## src/rtl/ptim_pkg.sv

```systemverilog
package ptim_pkg;

    // Register addresses on the byte port
    localparam logic [1:0] ADDR_CNT_HI = 2'd0;
    localparam logic [1:0] ADDR_CNT_LO = 2'd1;
    localparam logic [1:0] ADDR_PSC    = 2'd2;
    localparam logic [1:0] ADDR_CTL    = 2'd3;

    // Control register bit positions
    localparam int CTL_RUN     = 0;
    localparam int CTL_IRQ_EXT = 2;
    localparam int CTL_LVL     = 4;
    localparam int CTL_PWM     = 5;

    // Pin behaviour, {pwm, lvl}
    typedef enum logic [1:0] {
        OUT_OFF    = 2'b00,
        OUT_TOGGLE = 2'b01,
        OUT_PWM_LO = 2'b10,
        OUT_PWM_HI = 2'b11
    } out_mode_e;

    typedef struct packed {
        logic pwm;
        logic lvl;
        logic irq_ext;
        logic run;
    } ctrl_t;

endpackage

```

## src/rtl/ptim_tick.sv

```systemverilog
module ptim_tick #(
    parameter int DIV_W = 2,
    parameter int PSC_W = 8
) (
    input  logic             clk_i,
    input  logic             rst_ni,
    input  logic             run_i,
    input  logic             restart_i,
    input  logic [PSC_W-1:0] psc_load_i,
    output logic             step_o
);
    localparam logic [DIV_W-1:0] DIV_LAST = '1;

    typedef struct packed {
        logic [DIV_W-1:0] div;
        logic [PSC_W-1:0] psc;
    } tick_state_t;

    tick_state_t q, d;
    logic        step;

    always_comb begin
        d    = q;
        step = 1'b0;
        if (restart_i) begin
            d.div = '0;
            d.psc = psc_load_i;
        end else if (run_i) begin
            if (q.div == DIV_LAST) begin
                d.div = '0;
                if (q.psc == '0) begin
                    d.psc = psc_load_i;
                    step  = 1'b1;
                end else begin
                    d.psc = q.psc - 1'b1;
                end
            end else begin
                d.div = q.div + 1'b1;
            end
        end
    end

    always_ff @(posedge clk_i or negedge rst_ni) begin
        if (!rst_ni) begin
            q.div <= '0;
            q.psc <= '1;
        end else begin
            q <= d;
        end
    end

    assign step_o = step;

endmodule

```

## src/rtl/ptim_count.sv

```systemverilog
module ptim_count #(
    parameter int CNT_W = 16
) (
    input  logic             clk_i,
    input  logic             rst_ni,
    input  logic             step_i,
    input  logic             restart_i,
    input  logic [CNT_W-1:0] reload_i,
    output logic [CNT_W-1:0] cnt_o,
    output logic             expire_o,
    output logic             eoc_o
);
    typedef struct packed {
        logic [CNT_W-1:0] cnt;
        logic             eoc;
    } cnt_state_t;

    cnt_state_t q, d;
    logic       expire;

    always_comb begin
        d      = q;
        d.eoc  = 1'b0;
        expire = 1'b0;
        if (restart_i) begin
            d.cnt = reload_i;
        end else if (step_i) begin
            if (q.cnt == '0) begin
                d.cnt  = reload_i;
                d.eoc  = 1'b1;
                expire = 1'b1;
            end else begin
                d.cnt = q.cnt - 1'b1;
            end
        end
    end

    always_ff @(posedge clk_i or negedge rst_ni) begin
        if (!rst_ni) begin
            q.cnt <= '1;
            q.eoc <= 1'b0;
        end else begin
            q <= d;
        end
    end

    assign cnt_o    = q.cnt;
    assign expire_o = expire;
    assign eoc_o    = q.eoc;

endmodule

```

## src/rtl/ptim_pin.sv

```systemverilog
module ptim_pin (
    input  logic                 clk_i,
    input  logic                 rst_ni,
    input  ptim_pkg::out_mode_e  mode_i,
    input  logic                 expire_i,
    output logic                 pin_o
);
    import ptim_pkg::*;

    typedef struct packed {
        logic pin;
    } pin_state_t;

    pin_state_t q, d;

    always_comb begin
        d = q;
        case (mode_i)
            OUT_OFF:    d.pin = 1'b1;
            OUT_TOGGLE: if (expire_i) d.pin = ~q.pin;
            OUT_PWM_LO: if (expire_i) d.pin = 1'b0;
            OUT_PWM_HI: if (expire_i) d.pin = 1'b1;
            default:    d.pin = q.pin;
        endcase
    end

    always_ff @(posedge clk_i or negedge rst_ni) begin
        if (!rst_ni) begin
            q.pin <= 1'b1;
        end else begin
            q <= d;
        end
    end

    assign pin_o = (mode_i == OUT_OFF) ? 1'b1 : q.pin;

endmodule

```

## src/rtl/prog_timer.sv

```systemverilog
module prog_timer #(
    parameter int DATA_W = 8,
    parameter int DIV_W  = 2
) (
    input  logic              clk_i,
    input  logic              rst_ni,
    input  logic              reg_wr_i,
    input  logic [1:0]        reg_addr_i,
    input  logic [DATA_W-1:0] reg_wdata_i,
    output logic [DATA_W-1:0] reg_rdata_o,
    input  logic              ext_irq_i,
    output logic              timer_out_o,
    output logic              eoc_o,
    output logic              irq_o
);
    import ptim_pkg::*;

    localparam int CNT_W = 2 * DATA_W;
    localparam int PSC_W = DATA_W;

    typedef struct packed {
        logic [CNT_W-1:0] reload;
        logic [PSC_W-1:0] presc;
        ctrl_t            ctrl;
    } regs_t;

    regs_t q, d;
    logic  restart;

    always_comb begin
        d       = q;
        restart = 1'b0;
        if (reg_wr_i) begin
            case (reg_addr_i)
                ADDR_CNT_HI: begin
                    d.reload[CNT_W-1:DATA_W] = reg_wdata_i;
                    restart = 1'b1;
                end
                ADDR_CNT_LO: begin
                    d.reload[DATA_W-1:0] = reg_wdata_i;
                    restart = 1'b1;
                end
                ADDR_PSC: begin
                    d.presc = reg_wdata_i;
                    restart = 1'b1;
                end
                default: begin
                    d.ctrl.run     = reg_wdata_i[CTL_RUN];
                    d.ctrl.irq_ext = reg_wdata_i[CTL_IRQ_EXT];
                    d.ctrl.lvl     = reg_wdata_i[CTL_LVL];
                    d.ctrl.pwm     = reg_wdata_i[CTL_PWM];
                end
            endcase
        end
    end

    always_ff @(posedge clk_i or negedge rst_ni) begin
        if (!rst_ni) begin
            q.reload <= '1;
            q.presc  <= '1;
            q.ctrl   <= '0;
        end else begin
            q <= d;
        end
    end

    logic             step;
    logic             expire;
    logic             eoc;
    logic [CNT_W-1:0] cnt;
    out_mode_e        mode;

    assign mode = out_mode_e'({q.ctrl.pwm, q.ctrl.lvl});

    ptim_tick #(.DIV_W(DIV_W), .PSC_W(PSC_W)) u_tick (
        .clk_i      (clk_i),
        .rst_ni     (rst_ni),
        .run_i      (q.ctrl.run),
        .restart_i  (restart),
        .psc_load_i (d.presc),
        .step_o     (step)
    );

    ptim_count #(.CNT_W(CNT_W)) u_count (
        .clk_i     (clk_i),
        .rst_ni    (rst_ni),
        .step_i    (step),
        .restart_i (restart),
        .reload_i  (d.reload),
        .cnt_o     (cnt),
        .expire_o  (expire),
        .eoc_o     (eoc)
    );

    ptim_pin u_pin (
        .clk_i    (clk_i),
        .rst_ni   (rst_ni),
        .mode_i   (mode),
        .expire_i (expire),
        .pin_o    (timer_out_o)
    );

    // Read path
    always_comb begin
        reg_rdata_o = '0;
        case (reg_addr_i)
            ADDR_CNT_HI: reg_rdata_o = cnt[CNT_W-1:DATA_W];
            ADDR_CNT_LO: reg_rdata_o = cnt[DATA_W-1:0];
            ADDR_PSC:    reg_rdata_o = q.presc;
            default: begin
                reg_rdata_o[CTL_RUN]     = q.ctrl.run;
                reg_rdata_o[CTL_IRQ_EXT] = q.ctrl.irq_ext;
                reg_rdata_o[CTL_LVL]     = q.ctrl.lvl;
                reg_rdata_o[CTL_PWM]     = q.ctrl.pwm;
            end
        endcase
    end

    assign eoc_o = eoc;
    // Plain select: flipping the source can itself create an edge
    assign irq_o = q.ctrl.irq_ext ? ext_irq_i : eoc;

    // Named taps for the bound checker
    logic [1:0]       mode_w;
    logic             run_w;
    logic             irq_ext_w;
    logic [CNT_W-1:0] cnt_w;
    logic [CNT_W-1:0] reload_w;
    assign mode_w    = {q.ctrl.pwm, q.ctrl.lvl};
    assign run_w     = q.ctrl.run;
    assign irq_ext_w = q.ctrl.irq_ext;
    assign cnt_w     = cnt;
    assign reload_w  = q.reload;

endmodule

```

## config.mk

```make
export PLATFORM = sky130hd
export DESIGN_NAME = prog_timer
export DESIGN_NICKNAME = d
export VERILOG_FILES = /design/src/rtl/ptim_pkg.sv /design/src/rtl/ptim_tick.sv /design/src/rtl/ptim_count.sv /design/src/rtl/ptim_pin.sv /design/src/rtl/prog_timer.sv
export SDC_FILE = /design/constraint.sdc
export NUM_CORES = 1
export LEC_CHECK = 0
export ABC_AREA = 1
export ABC_CLOCK_PERIOD_IN_PS = 1600
export BUFFER_PORTS_ARGS = -buffer_cell sky130_fd_sc_hd__buf_2
export CORE_ASPECT_RATIO = 1.5
export CORE_UTILIZATION = 55
export DETAILED_ROUTE_END_ITERATION = 7
export GPL_TIMING_DRIVEN = 0
export HOLD_SLACK_MARGIN = 0.02
export PLACE_DENSITY_LB_ADDON = 0.08
export SLEW_MARGIN = 40
export SYNTH_ARGS = -nofsm -noshare
export SYNTH_HDL_FRONTEND = slang
export SYNTH_SLANG_ARGS = --single-unit
```

## constraint.sdc

```tcl
create_clock -name clk_i -period 1.6 [get_ports clk_i]
set_clock_uncertainty 0.1 [all_clocks]
set_input_delay 0.16 -clock clk_i [delete_from_list [all_inputs] [get_ports clk_i]]
set_output_delay 0.16 -clock clk_i [all_outputs]
set_load 0.01 [all_outputs]
```

==> results.md, run 1 <==
* Status: finished with violations
* Failing checks: negative setup slack
* Antenna violations before repair at 0
* Cell variety after synth at 35
* Largest stage delay on the critical path at 610 ps
* Tot GR Track Use at 31.4%
* Flop2flop setup slack at -20 ps
* Class of the worst hold path: in -> reg
* H-tree levels at 2
* Die H at approximately 100 um
* Die width at slightly below 70 um
* Initial DRC Count at ~290
* Internal power at around 3 mW
* Worst vdd rail ir drop at ~0.001 V
* Nets at between 500 and 600
* Final instance area at ~4400 sq um
* Final hold violations at 0
* Later-pin clock latency in the skew report at between 300 and 400 ps
* TritonCTS Buffers at 5
* Mapped Area at 3530 sq um
* Yosys Warn Count at 0
* Worst-path clk slew at around 100 ps
* Core ar. at 6170 sq um
* Rel. slew slack at between 50 and 60%
* DIE AREA at 6740 sq um
* Post-layout min period at 1640 ps
* CP Max Fanout at 4
* Crit-path leading delay family: flip-flops
* RSZ-0062 raised after global routing: true
* # fillers at between 500 and 600
* Sequential fraction of design power at a little under half
* Post-Place Worst Slack at -277 ps
* Setup Viol. Count Final at 12
* Pre-antenna DRT Iters at 5
* Area share of the leading cell type in the synthesized netlist at between 30% and 40%
* Combinational power share at between 30% and 40%
* Clk buf depth at 2
* Tot Pwr at a little under 5 mW
* P_sw at 1.93 mW
* Syn Nets at between 500 and 600
* Initial Util at 57.1%
* Wirelength per Cell at 15.9 um
* FMAX at between 600 and 700 MHz
* Top Ports at 25
* Power Density at approximately 1100 nW/um^2
* CP cell instances: inv_2 > nor2_4 > a221oi_2 > o21ai_1 > buf_2
* Leak pwr at 2.11 nW
* Syn Inst Count at 484
* Reg2reg end: u_count.cnt_o[3]
* Endpoint, Worst Hold: reload_w[15]
* Hold path cells at 3
* Asr flop ratio synth at 100%
* CP bufs+invs at 2
* Vias per cell at ~5.5
* Post-DP Area at 3740 sq um
* Post-synth top cells: nand2_1, inv_1, dfstp_2
* Critical path class: reg -> out
* Net Sw Frac at roughly two fifths
* Port Buf Inserts at 23
* Drt drc at 0
* Final Wtd Congestion at about 0.86
* Synth Register Bits at 56
* Pin count of the biggest net entering global routing at 57
* GRT overflow at 0
* CTS root buffer: clkbuf_8
* R2R depth at 12
* Critical Path Source Type: flop
* Clk sinks at 56
* Clock share of power at roughly 16%
* Final slew viol count at 0
* # rows at 35
* Critical path endpoint category: primary output
* Final Cycle Share at 102%
* Synthesis-to-layout area growth at 23.8%
* Worst Hold Launch: reg_wdata_i[7]
* Number of global-route vias before repair at approximately 3300
* N_diodes at 0
* Worst EP required at roughly 1300 ps
* Non-Filler Instances at around 620
* Mapped Avg Cell Area at between 7 and 8 sq um
* CTS tree: built
* Routed wire length at 9820 um
* Cell taking the most area after synthesis: dfstp_2
* Final core occ at just over 70%
* Reg2Reg Launch Point: u_tick.q[0]
* Vias at between 3000 and 4000
* Global-route wire length before repair at 15800 um
* Sequential fraction of the synthesis area at about two fifths
* Final worst slack at -35.6 ps
* WP data arrival at between 1000 and 1500 ps
* HPWL after detailed placement at 6820 um
* Worst-margin pin slew at 722 ps
* Sum Neg Setup Slack at -173 ps
* Slowest library cell on the worst path: dfstp_2
* Synth Flop Type: dfstp_2
* Synth area leaders: dfstp_2, nand2_1, inv_1
* Hold Slack at between 40 and 50 ps
* Placed cells at roughly 580
* Most frequent cell after synthesis: nand2_1
* Max Cap Violations at 0
* Layout cell share with drive strength beyond 1 at between 30% and 40%
* Post-route ant nets at 0
* EDFF count, synth at 0
cells by family (layout without fill, tap and decap cells):
family / after synthesis / after routing / share of synthesized area (%)
buf+inv: 83 / 140 / 9.72
flops: 56 / 56 / 41.5
compound gates: 67 / 67 / 11.9
mux: 2 / 2 / 0.638
simple gates: 267 / 269 / 33.5
xor+xnor: 4 / 4 / 0.993
fa+ha+maj: 5 / 5 / 1.77
how the worst max path moves through the flow:
stage,slack [ps],cells past startpoint,endpoint,from
finish,-40,5,reg_rdata_o[4],u_count.cnt_o[4]
CTS,-30,5,reg_rdata_o[0],u_count.cnt_o[0]
global placement,-280,10,u_count.cnt_o[5],u_count.cnt_o[0]
detailed placement,-280,10,u_count.cnt_o[5],u_count.cnt_o[0]
floorplan,9,10,u_tick.q[5],u_tick.q[0]
global route,-130,12,u_count.cnt_o[5],u_tick.q[0]
placed cells by master, fill, tap and decap left out, types with 3 or more instances in the layout:
master	n
o21ai_0	15
o21ai_2	14
nor2_4	13
inv_1	54
dlygate4sd3_1	6
clkinv_1	3
buf_6	6
o221ai_2	3
nand4_1	7
o21ai_1	12
nand2_4	7
dfrtp_1	7
a21oi_1	9
a21oi_2	4
xor2_1	3
nand2_2	15
nor2_2	6
buf_2	26
inv_2	15
nor2_1	33
nand3_2	3
clkbuf_8	5
nand3b_1	6
nand2_1	139
nand3_1	37
dfstp_2	49
buf_4	16
power groups by stage:
stage | clock network (mW) | logic, mW | registers [mW]
3_5_place_dp | 0 | 1.42 | 2.22
4_1_cts | 0.799 | 1.71 | 2.21
2_1_floorplan | 0 | 1.07 | 2.13
6_report | 0.783 | 1.90 | 2.25
5_1_grt | 0.851 | 2.13 | 2.29
3_3_place_gp | 0 | 1.38 | 2.21
what timing repair did:
action / CTS / global route
buffers inserted: 14 / 5
hold buffers: 6 / 0
endpoints found under the setup margin: 30 / 32
cloned: 2 / 2
pin swaps: 20 / 14
hold endpoints to repair: 12 / 0
resized for setup: 47 / 39
per-layer routing:
metal  vias up  track usage [%]  share of wire (%)
met4         0             13.1                3.2
met5         -                0                  0
met3        25             4.09                4.1
met1      1605             38.4                 40
li1       1669                -                  -
met2       116             54.2                 53
layout make-up:
type / count / area [sq um] / area share (%)
multi-input combinational: 347 / 1980 / 45.4
sequential: 56 / 1460 / 33.5
timing repair buffer: 49 / 382 / 8.74
inverter: 74 / 283 / 6.48
tap: 74 / 92.6 / 2.12
buffer: 9 / 78.8 / 1.81
clock buffer: 5 / 68.8 / 1.58
clock inverter: 3 / 18.8 / 0.430
state kept, by name (all words and copies together) (netlist names):
name	flops
reload_w	16
run_w	1
u_count.cnt_o	16
u_pin.q	1
u_tick.q	10
mode	2
u_count.eoc_o	1
irq_ext_w	1
q	8
tightest hold or removal path, stage by stage:
cell	delay, ps
buf_2	130
o21ai_2	80
inv_1	50
No activity file was read; power rests on OpenSTA's default activity.
==> inputs of run 2 (changes only) <==
==> constraint.sdc (replaced) <==
create_clock -name clk_i -period 1.6 [get_ports clk_i]
set_clock_uncertainty 0.1 [all_clocks]
set_input_delay 0.32 -clock clk_i [delete_from_list [all_inputs] [get_ports clk_i]]
set_output_delay 0.32 -clock clk_i [all_outputs]
set_load 0.01 [all_outputs]
==> run 2 against run 1 <==
- clock power rose by 0.6%
- critical path depth did not move
- worst hold slack improved by 110 ps
- highest routed layer unchanged
- the flow still finishes with violations (negative setup slack)
- largest power group is now combinational logic
- non-clock buffer count rose by 6
- first-iteration DRC count rose by 17%
- register-to-register slack got worse by 60 ps
- critical endpoint is now reg_rdata_o[0]
- count of clock-buffer cells in the layout did not move
- via count rose by 4.4%
- fmax fell by 9.6%
- die area did not move
- routed wire length rose by 8.6%
- power rose by 6.5%
==> results.md, run 2 (same netlist as run 1, synthesis figures left out) <==
* Status: finished with violations
* Failing checks: negative setup slack
* Crit-path leading delay family: flip-flops
* Initial DRC Count at 335
* Power Density at 1120 nW/um^2
* Leading cell types in the layout, fill and taps excluded: nand2_1, inv_1, dfstp_2
* Top Ports at 25
* CP cell instances: inv_4 > o22ai_4 > a21oi_2 > o21ai_1 > buf_2
* Hold path cells at 3
* Routed wire length at approximately 11000 um
* RSZ-0062 raised after global routing: true
* Clk sinks at between 50 and 60
* Vias at 3566
* Tot Pwr at 5.25 mW
* N_diodes at 0
* TritonCTS Buffers at 5
* Synthesis-to-layout area growth at 32.8%
* Crit path depth at 5
* Core ar. at 6170 sq um
* Most common cell after layout, fill and taps aside: nand2_1
* Die width at 67.4 um
* Nets at approximately 570
* Tot GR Track Use at about a third
* Post-Place Worst Slack at -277 ps
* DIE AREA at a little under 7000 sq um
* Wirelength per Cell at roughly 17 um
* Final worst slack at -209 ps
* Worst-path clk slew at about 110 ps
* Slowest library cell on the worst path: dfstp_2
* Die H at between 100 and 150 um
* Later-pin clock latency in the skew report at slightly above 300 ps
* Rel. slew slack at 52.1%
* HPWL after detailed placement at roughly 7000 um
* Drt drc at 0
* Critical path class: reg -> out
* Largest stage delay on the critical path at 560 ps
* H-tree levels at 2
* Final Cycle Share at 113%
* R2R depth at 12
* Setup Viol. Count Final at 24
* Max Cap Violations at 0
* Layout cell share with drive strength beyond 1 at ~47%
* Worst-margin pin slew at 718 ps
* # rows at 35
* Critical Path Source Type: flop
* Worst EP required at approximately 1200 ps
* CP Max Fanout at 3
* Clk buf depth at 2
* FMAX at between 500 and 600 MHz
* Final slew viol count at 0
* Post-route ant nets at 0
* Post-layout min period at 1810 ps
* WL met2 at 5300 um
* CTS root buffer: clkbuf_8
* Pin count of the biggest net entering global routing at 57
* Critical path endpoint category: primary output
* Met3 WL post-DR at about 550 um
* Initial Util at a little under three fifths
* Class of the worst hold path: in -> reg
* GRT overflow at 0
* M1 wire length at around 4200 um
* Vias per cell at approximately 5.7
* Worst vdd rail ir drop at around 0.0009 V
* Final Wtd Congestion at 0.858
* WP data arrival at 1390 ps
* Number of global-route vias before repair at ~3300
* Pre-antenna DRT Iters at 6
* CTS tree: built
* CP bufs+invs at 2
* Uppermost layer routed: met4
* Leak pwr at approximately 2.2 nW
* Port Buf Inserts at 23
* Global-route wire length before repair at between 15000 and 20000 um
* Final hold violations at 0
* Antenna violations before repair at 0
==> run 2: cell count changes in the layout (fill, tap and decap cells not counted), sizes merged <==
cell	delta
buf	+10
dlygate4sd3	-5
clkinv	-3
inv	+3
clkbuf	+1
nand3	+1
==> run 2: per-layer routing <==
metal / vias up / track usage [%]
li1: 1679 / -
met1: 1685 / 39.0
met2: 150 / 53.6
met3: 52 / 4.77
met4: 0 / 16.2
met5: - / 0
==> run 2: cell type report <==
| cell class | instances | area, sq um |
|---|---|---|
| Inverter | 74 | 290 |
| Buffer | 9 | 82.6 |
| Fill cell | 450 | 1490 |
| Timing Repair Buffer | 55 | 452 |
| Multi-Input combinational cell | 348 | 2220 |
| Sequential cell | 56 | 1460 |
| Clock buffer | 5 | 68.8 |
| Clock inverter | 3 | 18.8 |
| Tap cell | 74 | 92.6 |
==> run 2: power breakdown <==
| part | switching, mW | leakage (nW) | internal [mW] |
|---|---|---|---|
| logic | 1.34 | 1.56 | 0.904 |
| registers | 0.289 | 0.605 | 1.93 |
| clock network | 0.481 | 0.0479 | 0.307 |
| total | 2.11 | 2.22 | 3.14 |
==> run 2: final timing paths <==
path / startpoint / endpoint / slack, ps
max: u_count.cnt_o[0] / reg_rdata_o[0] / -210
min: reg_wdata_i[3] / q[7] / 160
max reg2reg: u_tick.q[1] / u_count.cnt_o[4] / -80
min reg2reg: u_tick.q[0] / u_tick.q[0] / 390
max in group asynchronous: rst_ni / u_count.eoc_o / 440
min in group asynchronous: rst_ni / u_tick.q[8] / 500
==> run 2: worst register-to-register path, stage by stage (launching register included) <==
cell	delay, ps
dfstp_2	400
inv_4	80
ha_4	140
nand2_4	60
inv_4	60
nand2_4	60
buf_6	120
nor2_4	190
clkbuf_16	200
nand3b_1	80
nand2_1	80
inv_2	30
nand2_1	40
==> run 2: through the flow <==
stage,utilization [%],hold slack (ps),setup TNS (ps),std cells,cell area (sq um)
global route,75.9,164,-3340,624,4680
global placement,60.6,367,-4610,581,3740
finish,75.9,160,-1430,624,4680
detailed placement,60.6,319,-4840,581,3740
floorplan,-,-75.6,0,484,3530
CTS,68.4,142,-1450,614,4220
==> run 2: repair_timing <==
action	CTS	global route
resized for setup	55	103
hold endpoints to repair	7	0
buffers inserted	21	8
pin swaps	17	39
cloned	3	3
setup endpoints to repair	35	34
hold buffers	1	0
